### src/rtl/irq_ctrl_pkg.sv
package irq_ctrl_pkg;

    localparam int DATA_W = 32;

    // implemented cause positions: 0,1,2,4,6,7,9,15,16,17
    localparam logic [DATA_W-1:0] IMPL_MASK = 32'h0003_82D7;

    localparam logic [15:0] OFS_CAUSE_RD  = 16'h00C0;
    localparam logic [15:0] OFS_CAUSE_SET = 16'h00C8;
    localparam logic [15:0] OFS_MASK_SET  = 16'h00D0;
    localparam logic [15:0] OFS_MASK_CLR  = 16'h00D8;

    typedef struct packed {
        logic wr_cause_clr;
        logic wr_cause_set;
        logic wr_mask_set;
        logic wr_mask_clr;
        logic rd_cause;
        logic rd_mask;
    } irq_strobe_t;

    typedef struct packed {
        logic [DATA_W-1:0] cause;
        logic [DATA_W-1:0] mask;
    } irq_state_t;

endpackage

### src/rtl/irq_reg_decode.sv
module irq_reg_decode
    import irq_ctrl_pkg::*;
#(
    parameter int ADDR_W = 16
) (
    input  logic [ADDR_W-1:0] addr,
    input  logic              wr,
    input  logic              rd,
    output irq_strobe_t       strb
);
    localparam int NUM_OFS = 4;
    localparam logic [NUM_OFS*16-1:0] OFS_TABLE =
        {OFS_MASK_CLR, OFS_MASK_SET, OFS_CAUSE_SET, OFS_CAUSE_RD};

    logic [NUM_OFS-1:0] hit;

    genvar g;
    generate
        for (g = 0; g < NUM_OFS; g++) begin : g_hit
            assign hit[g] = (addr == ADDR_W'(OFS_TABLE[g*16 +: 16]));
        end
    endgenerate

    always_comb begin
        strb.wr_cause_clr = wr && hit[0];
        strb.wr_cause_set = wr && hit[1];
        strb.wr_mask_set  = wr && hit[2];
        strb.wr_mask_clr  = wr && hit[3];
        strb.rd_cause     = rd && hit[0];
        strb.rd_mask      = rd && hit[2];
    end
endmodule

### src/rtl/irq_vec_next.sv
module irq_vec_next #(
    parameter int          W    = 32,
    parameter logic [W-1:0] KEEP = '1
) (
    input  logic [W-1:0] cur,
    input  logic [W-1:0] set,
    input  logic [W-1:0] clr,
    output logic [W-1:0] nxt
);
    genvar b;
    generate
        for (b = 0; b < W; b++) begin : g_bit
            if (KEEP[b]) begin : g_live
                // set is applied after clear: a setting source wins
                assign nxt[b] = set[b] | (cur[b] & ~clr[b]);
            end else begin : g_dead
                assign nxt[b] = 1'b0;
            end
        end
    endgenerate
endmodule

### src/rtl/irq_rd_mux.sv
module irq_rd_mux
    import irq_ctrl_pkg::*;
(
    input  irq_strobe_t       strb,
    input  logic [DATA_W-1:0] cause,
    input  logic [DATA_W-1:0] mask,
    input  logic              pending,
    output logic [DATA_W-1:0] rdata
);
    always_comb begin
        rdata = '0;
        if (strb.rd_cause) begin
            rdata = {pending, cause[DATA_W-2:0]};
        end else if (strb.rd_mask) begin
            rdata = mask;
        end
    end
endmodule

### src/rtl/irq_cause_ctrl.sv
module irq_cause_ctrl
    import irq_ctrl_pkg::*;
#(
    parameter int ADDR_W = 16
) (
    input  logic              clk,
    input  logic              rst_n,
    input  logic [ADDR_W-1:0] reg_addr,
    input  logic              reg_wr,
    input  logic              reg_rd,
    input  logic [31:0]       reg_wdata,
    output logic [31:0]       reg_rdata,
    input  logic [31:0]       evt_i,
    output logic              irq
);
    irq_strobe_t       strb;
    irq_state_t        st_d, st_q;
    logic [DATA_W-1:0] cause_set, cause_clr, cause_nxt;
    logic [DATA_W-1:0] msk_set, msk_clr, mask_nxt;
    logic [DATA_W-1:0] mask_q;
    logic              pending;

    irq_reg_decode #(.ADDR_W(ADDR_W)) u_dec (
        .addr (reg_addr),
        .wr   (reg_wr),
        .rd   (reg_rd),
        .strb (strb)
    );

    always_comb begin
        cause_set = evt_i | (strb.wr_cause_set ? reg_wdata : '0);
        cause_clr = (strb.wr_cause_clr ? reg_wdata : '0)
                  | (strb.rd_cause ? '1 : '0);
        msk_set   = strb.wr_mask_set ? reg_wdata : '0;
        msk_clr   = strb.wr_mask_clr ? reg_wdata : '0;
    end

    irq_vec_next #(.W(DATA_W), .KEEP(IMPL_MASK)) u_cause_nxt (
        .cur (st_q.cause),
        .set (cause_set),
        .clr (cause_clr),
        .nxt (cause_nxt)
    );

    irq_vec_next #(.W(DATA_W), .KEEP(IMPL_MASK)) u_mask_nxt (
        .cur (st_q.mask),
        .set (msk_set),
        .clr (msk_clr),
        .nxt (mask_nxt)
    );

    always_comb begin
        st_d       = st_q;
        st_d.cause = cause_nxt;
        st_d.mask  = mask_nxt;
    end

    always_ff @(posedge clk or negedge rst_n) begin
        if (!rst_n) begin
            st_q <= '0;
        end else begin
            st_q <= st_d;
        end
    end

    assign mask_q  = st_q.mask;
    assign pending = |(st_q.cause & st_q.mask);
    assign irq     = pending;

    irq_rd_mux u_rd (
        .strb    (strb),
        .cause   (st_q.cause),
        .mask    (st_q.mask),
        .pending (pending),
        .rdata   (reg_rdata)
    );
endmodule

### config.mk
export PLATFORM = sky130hd
export DESIGN_NAME = irq_cause_ctrl
export DESIGN_NICKNAME = d
export VERILOG_FILES = /design/src/rtl/irq_ctrl_pkg.sv /design/src/rtl/irq_reg_decode.sv /design/src/rtl/irq_vec_next.sv /design/src/rtl/irq_rd_mux.sv /design/src/rtl/irq_cause_ctrl.sv
export SDC_FILE = /design/constraint.sdc
export NUM_CORES = 1
export LEC_CHECK = 0
export BUFFER_PORTS_ARGS = -buffer_cell sky130_fd_sc_hd__buf_2
export CAP_MARGIN = 0
export CORE_MARGIN = 1
export CORE_UTILIZATION = 30
export DETAILED_ROUTE_END_ITERATION = 10
export SLEW_MARGIN = 20
export SYNTH_ARGS = -nofsm -noshare
export SYNTH_HDL_FRONTEND = slang
export SYNTH_HIERARCHICAL = 1
export SYNTH_SLANG_ARGS = --single-unit
### constraint.sdc
create_clock -name clk -period 2.8 [get_ports clk]
set_input_delay 0.7 -clock clk [delete_from_list [all_inputs] [get_ports clk]]
set_output_delay 0.7 -clock clk [all_outputs]
set_load 0.1 [all_outputs]
Word level (Yosys, flattened, before mapping)

Index checks and enable logic that the tools add are counted.

Bits in registers: 20
Output and inout bits: 33
Logic and storage cells: 83

Equal/unequal tests: 4
Multiplexer cells: 7
Bitwise operators: 63
Reductions and logical operators: 7

Operators by type and width:

| kind                                                  | count |
|---|---|
| 2-to-1 mux 18 bit                                     | 6 |
| equality test 16 x 8 -> 1 bit (second input constant) | 4 |
| OR 18 bit                                             | 2 |
| 2-to-1 mux 32 bit                                     | 1 |
| OR reduction 32 bit                                   | 1 |
| AND 1 bit                                             | 20 |
| inverter 1 bit                                        | 20 |
| OR 1 bit                                              | 20 |
| AND 18 bit                                            | 1 |
| logical AND 1 bit                                     | 6 |

Longest topological paths before layout

Gate-level depths: netlist of the first run.

Word-level depth: 7
Mapped depth: 7
Depth with buffers taken out: 6

Cells and area by module

The synthesis of the first run kept the hierarchy.

Modules (own cells, without submodules):

| module         | times used | cells an instance | area each (µm²) | sequential area each (µm²) |
|---|---|---|---|---|
| irq_cause_ctrl | 1          | 228               | 2,696.3         | 1,601.5 |
| irq_vec_next   | 2          | 43                | 281.5           | 0.0 |
| irq_rd_mux     | 1          | 44                | 361.6           | 0.0 |
| irq_reg_decode | 1          | 19                | 130.1           | 0.0 |

Worst setup path after synthesis of the first run

Ideal clock, no wire load.

Path kind: input to output
From: input reg_addr[1]
To: output reg_rdata[29]
Arrival time: 2,773 ps
Slack: -673 ps
Stages: 7
Path buffers: 2
Cell sequence: nor4_1 > nand4_1 > nor2_1 > buf_6 > buf_2 > nand2_1 > o21ai_1

RTL lines:

| what        | line                 | source |
|---|---|---|
| from (decl) | irq_cause_ctrl.sv:8  | `input logic [ADDR_W-1:0] reg_addr,` |
| to (decl)   | irq_cause_ctrl.sv:12 | `output logic [31:0] reg_rdata,` |

==> results of run 1 <==
[routing by layer]
metal | part of all wire [%] | GRT usage (%) | routed length, um | vias up
met1 | 45 | 17.4 | 3190 | 1058
met3 | 5.5 | 5.08 | 389 | 9
met2 | 48 | 22.5 | 3450 | 56
li1 | - | - | - | 1077
met5 | 0 | 0 | 0 | -
met4 | 1.2 | 5.20 | 87 | 0
[area by class of cell]
class | instances | area [um^2] | area share, %
clock buffers | 9 | 124 | 2.65
clock inverters | 7 | 95.1 | 2.04
inverters | 23 | 86.3 | 1.85
multi-input cells | 178 | 1460 | 31.3
flip-flops and latches | 64 | 1600 | 34.3
well taps | 133 | 166 | 3.56
repair buffers | 93 | 1140 | 24.4
[sequential cells by signal, indices dropped and copies added, names as in the netlist]
signal,cells
mask_q,32
st_q,32
[worst paths after layout]
path | startpoint | end | depth (start not counted)
hold reg to reg | st_q[41] | st_q[41] | 1
hold / removal | rst_n | mask_q[15] | 1
setup / recovery | reg_addr[9] | reg_rdata[9] | 9
max in group asynchronous | rst_n | st_q[33] | 2
min in group clk | st_q[41] | st_q[41] | 1
setup reg to reg | mask_q[4] | mask_q[4] | 1
[timing repair]
item / 4_1_cts / 5_1_grt
setup buffers: 1 / 2
gates cloned: 3 / 1
endpoints found under the setup margin: 32 / 32
resized for setup: 26 / 6
pin swaps: 5 / 3
[through the flow]
step	utilization [%]	hold WS (ns)	std cells	TNS, ns	setup WS, ns
floorplan	-	0.404	326	-1.79	-0.118
global placement	41.7	0.493	484	-6.32	-0.240
detailed placement	41.7	0.497	484	-7.16	-0.267
CTS	46.2	0.408	504	-6.92	-0.243
global route	46.9	0.449	507	-7.83	-0.265
finish	46.9	0.397	507	-5.68	-0.197
[cell usage in the layout (no fill, tap or decap)]
master,n
dfrtp_1,64
conb_1,44
a21o_1,40
buf_2,36
buf_12,35
a22o_4,25
inv_1,23
and2_1,20
a22oi_1,15
buf_4,11
clkbuf_8,9
nand4_1,7
buf_6,7
a22o_2,5
nand2_1,3
bufinv_16,2
clkinv_2,2
buf_16,2
nor4_4,2
nor2_1,2
nor4_1,2
nand2_4,2
o21ai_4,2
a22oi_2,1
or4_4,1
clkinvlp_4,1
inv_6,1
clkinv_4,1
clkbuf_16,1
and4b_1,1
nor4_2,1
nor2_2,1
nor4bb_1,1
nor4b_1,1
nor2_4,1
nor2b_4,1
buf_8,1
[power breakdown]
part	switching, uW	leakage (uW)	internal (uW)	total (uW)
Combinational	58.1	0.00146	44.4	102
Sequential	23.4	0.000740	957	980
Clock	360	0.000110	502	863
==> flow_metrics.env, run 1 <==
export IMPL_status="finished, violations left"
export IMPL_violations="setup timing"
export IMPL_ctsRootBufferMaster="clkbuf_8"
export IMPL_via_per_inst=4.34
export IMPL_synthesis_area_um2=3130
export IMPL_vdd_drop_max_mv=0.242
export IMPL_fp_dieW_um=104
export IMPL_portBuffers=72
export IMPL_crit_chain="buf_6 > nor4_4 > buf_4 > nand4_1 > nor2_4 > nor2b_4 > buf_6 > a22o_2 > buf_12"
export IMPL_insertion_delay_ns=0.33
export IMPL_hold_viol=0
export IMPL_cp_required_ns=2.10
export IMPL_cp_end_kind="primary output"
export IMPL_finalCritPeriodShare_pct=107
export IMPL_clk_path_buf_depth=2
export IMPL_ys_warn_count=6
export IMPL_relSlewSlack_pct=54.8
export IMPL_setup_violations=32
export IMPL_cp_top_family="simple AND/OR/NAND/NOR gates"
export IMPL_overflow=0
export IMPL_ant_nets=0
export IMPL_cp_arrival_ns=2.30
export IMPL_crit_path_frequent_cell="buf_6"
export IMPL_drtIter0Drc=37
export IMPL_core_area_um2=9950
export IMPL_final_cell_area_um2=4670
export IMPL_rows=36
export IMPL_slowest_stage="nor4_4"
export IMPL_grt_pass1_vias=2303
export IMPL_cts_made_buffers=9
export IMPL_worstMarginPinSlew_ns=0.678
export IMPL_slowest_delay_ns=0.30
export IMPL_synthCells=284
export IMPL_track_usage_pct=14.1
export IMPL_postRouteWirelength_mm=7.13
export IMPL_cts_tree="yes"
export IMPL_hp_class="in -> async"
export IMPL_route_detailed_drc=0
export IMPL_grt_first_pass_wirelength_mm=11.8
export IMPL_fin_ws_ns=-0.197
export IMPL_reg2reg_slack_ns=2.08
export IMPL_die_y_um=104
export IMPL_fillers=887
export IMPL_fin_crit_ns=3.00
export IMPL_leakage_uw=0.00231
export IMPL_clkSinkCount=64
export IMPL_layout_drive_gt1_share_pct=40.4
export IMPL_cts_max_level=3
export IMPL_crit_buf_inv=4
export IMPL_drv_slew=0
export IMPL_power_uw=1950
export IMPL_cap_violations=0
export IMPL_cp_max_fo=10
export IMPL_ios=117
export IMPL_antenna_diode_count=0
export IMPL_fmaxAchievable_mhz=334
export IMPL_grt_start_max_net_pins=36
export IMPL_rsz0062_at_grt="yes"
export IMPL_dpl_cell_area_um2=4160
export IMPL_clk_pin_slew_ns=0.07
export IMPL_hpwl_mm=4.94
export IMPL_areaGrowthSynthToFinish_pct=49.4
export IMPL_die_area_um2=10800
export IMPL_path_class="in -> out"
export IMPL_fin_worst_skew_ns=0
export IMPL_power_density_nw_per_um2=417
export IMPL_avgSynthCellArea_um2=11.0
export IMPL_post_drt_wl_per_cell_um=14.1
export IMPL_vias=2200
export IMPL_routabilityCongestion=0.798
export IMPL_cp_start_kind="input port"
export IMPL_cts_hold_buf=0
export IMPL_nNetsFinal=453
export IMPL_initial_utilization_pct=31.4
export IMPL_drt_pass1_iterations=5
export IMPL_grt_antenna_before_repair=0
(Power assumes the default switching activity.)
==> inputs of run 2 (changes only) <==
RECOVER_POWER = 25   (was unset)
clock period = 3.85 ns   (was 2.8 ns; I/O delays follow)
==> run 2 against run 1 <==
Effect of this change:
- the flow finishes with violations (capacitance limit, slew limit)
- utilization is 5.2 points lower
- via count down 1.1%
- clock-buffer cell count is 1 higher
- cell count decreased by 2.0%
- die area unchanged
- global-route usage fell by 1.0 points
- largest cell class unchanged
- largest power group unchanged
==> flow_metrics.env, run 2 (same netlist as run 1, synthesis figures left out) <==
export IMPL_status="finished, violations left"
export IMPL_violations="capacitance limit, slew limit"
export IMPL_final_common_cell="dfrtp_1"
export IMPL_clk_path_buf_depth=2
export IMPL_cts_made_buffers=9
export IMPL_die_area_um2=10800
export IMPL_core_area_um2=9950
export IMPL_crit_chain="buf_2 > nor4_2 > nand4_1 > nor2_1 > nor2b_4 > buf_12 > a22o_1 > buf_12"
export IMPL_overflow=0
export IMPL_nNetsFinal=443
export IMPL_drtIter0Drc=56
export IMPL_routabilityCongestion=0.756
export IMPL_clkSinkCount=64
export IMPL_postRouteWirelength_mm=6.63
export IMPL_worstMarginPinSlew_ns=1.88
export IMPL_path_class="in -> out"
export IMPL_cp_top_family="simple AND/OR/NAND/NOR gates"
export IMPL_drv_slew=36
export IMPL_setup_violations=0
export IMPL_hold_viol=0
export IMPL_instances_no_fill=497
export IMPL_hpwl_mm=5.03
export IMPL_rows=36
export IMPL_cp_max_fo=21
export IMPL_layout_drive_gt1_share_pct=28.8
export IMPL_finalCritPeriodShare_pct=94.8
export IMPL_vdd_drop_max_mv=0.126
export IMPL_cp_required_ns=2.89
export IMPL_ios=117
export IMPL_slowest_delay_ns=0.37
export IMPL_cap_violations=1
export IMPL_antenna_diode_count=0
export IMPL_slowest_stage="nor4_2"
export IMPL_initial_utilization_pct=31.4
export IMPL_final_setup_tns_ns=0
export IMPL_via_per_inst=4.38
export IMPL_cp_arrival_ns=2.69
export IMPL_insertion_delay_ns=0.33
export IMPL_rsz0062_at_grt="no"
export IMPL_ant_nets=0
export IMPL_fin_crit_ns=3.65
export IMPL_route_detailed_drc=0
export IMPL_grt_pass1_vias=2201
export IMPL_dp_cells=481
export IMPL_vias=2176
export IMPL_hp_class="reg -> reg"
export IMPL_fmaxAchievable_mhz=274
export IMPL_die_y_um=104
export IMPL_crit_buf_inv=3
export IMPL_cts_hold_buf=0
export IMPL_track_usage_pct=13.0
export IMPL_post_drt_wl_per_cell_um=13.3
export IMPL_postCtsSetupBuffers=0
export IMPL_leakage_uw=0.00203
export IMPL_cp_end_kind="primary output"
export IMPL_final_cell_mix="dfrtp_1, conb_1, a21o_1"
export IMPL_crit_path_frequent_cell="buf_12"
export IMPL_ctsRootBufferMaster="clkbuf_8"
export IMPL_fin_worst_skew_ns=0
export IMPL_cts_max_level=3
export IMPL_clk_pin_slew_ns=0.07
export IMPL_grt_first_pass_wirelength_mm=10.9
export IMPL_fp_dieW_um=104
export IMPL_power_density_nw_per_um2=310
export IMPL_portBuffers=72
export IMPL_cp_start_kind="input port"
export IMPL_fillers=949
export IMPL_drt_pass1_iterations=4
export IMPL_grt_antenna_before_repair=0
export IMPL_cts_tree="yes"
export IMPL_cts_resized=0
export IMPL_grt_start_max_net_pins=36
export IMPL_areaGrowthSynthToFinish_pct=32.9
export IMPL_relSlewSlack_pct=-25.0
[run 2: final timing paths]
path | startpoint | endpoint | slack [ns] | cells past startpoint
max in group asynchronous | rst_n | st_q[35] | 1.62 | 2
min in group asynchronous | rst_n | st_q[41] | 1.13 | 1
setup reg to reg | st_q[34] | st_q[34] | 3.16 | 1
hold / removal | st_q[39] | st_q[39] | 0.52 | 1
setup / recovery | reg_addr[13] | reg_rdata[24] | 0.20 | 8
hold reg to reg | st_q[39] | st_q[39] | 0.52 | 1
[run 2: stage by stage]
stage                     worst slack (ns)  power (uW)  util [%]  hold slack [ns]  cell area, um^2
after detailed placement             0.253         788      39.9            0.500             3970
after global placement               0.258         785      39.9            0.491             3970
after CTS                            0.235        1310      41.7            0.522             4160
after floorplan                      0.110         770         -            0.473             3290
after global routing                 0.117        1350      41.7            0.547             4150
final                                0.199        1290      41.7            0.520             4150
[run 2: report_power, final]
group          total (uW)  switching (uW)  internal (uW)
Sequential            708            12.5            696
Combinational        66.5            40.0           26.6
Clock                 514             262            253
Total                1290             314            975
[run 2: cell type report]
class | instances | area (um^2) | area share, %
well taps | 133 | 166 | 4.01
clock buffers | 10 | 138 | 3.31
flip-flops and latches | 64 | 1600 | 38.6
repair buffers | 83 | 935 | 22.5
multi-input cells | 178 | 1180 | 28.5
inverters | 23 | 86.3 | 2.08
clock inverters | 6 | 43.8 | 1.05
[run 2: per-layer routing]
metal	vias up	routed length (um)	part of all wire (%)	global-route usage (%)
met3	6	440	6.6	3.57
met1	1049	2900	44	16.4
met2	72	3220	49	21.1
li1	1049	-	-	-
met4	0	75	1.1	5.20
met5	-	0	0	0
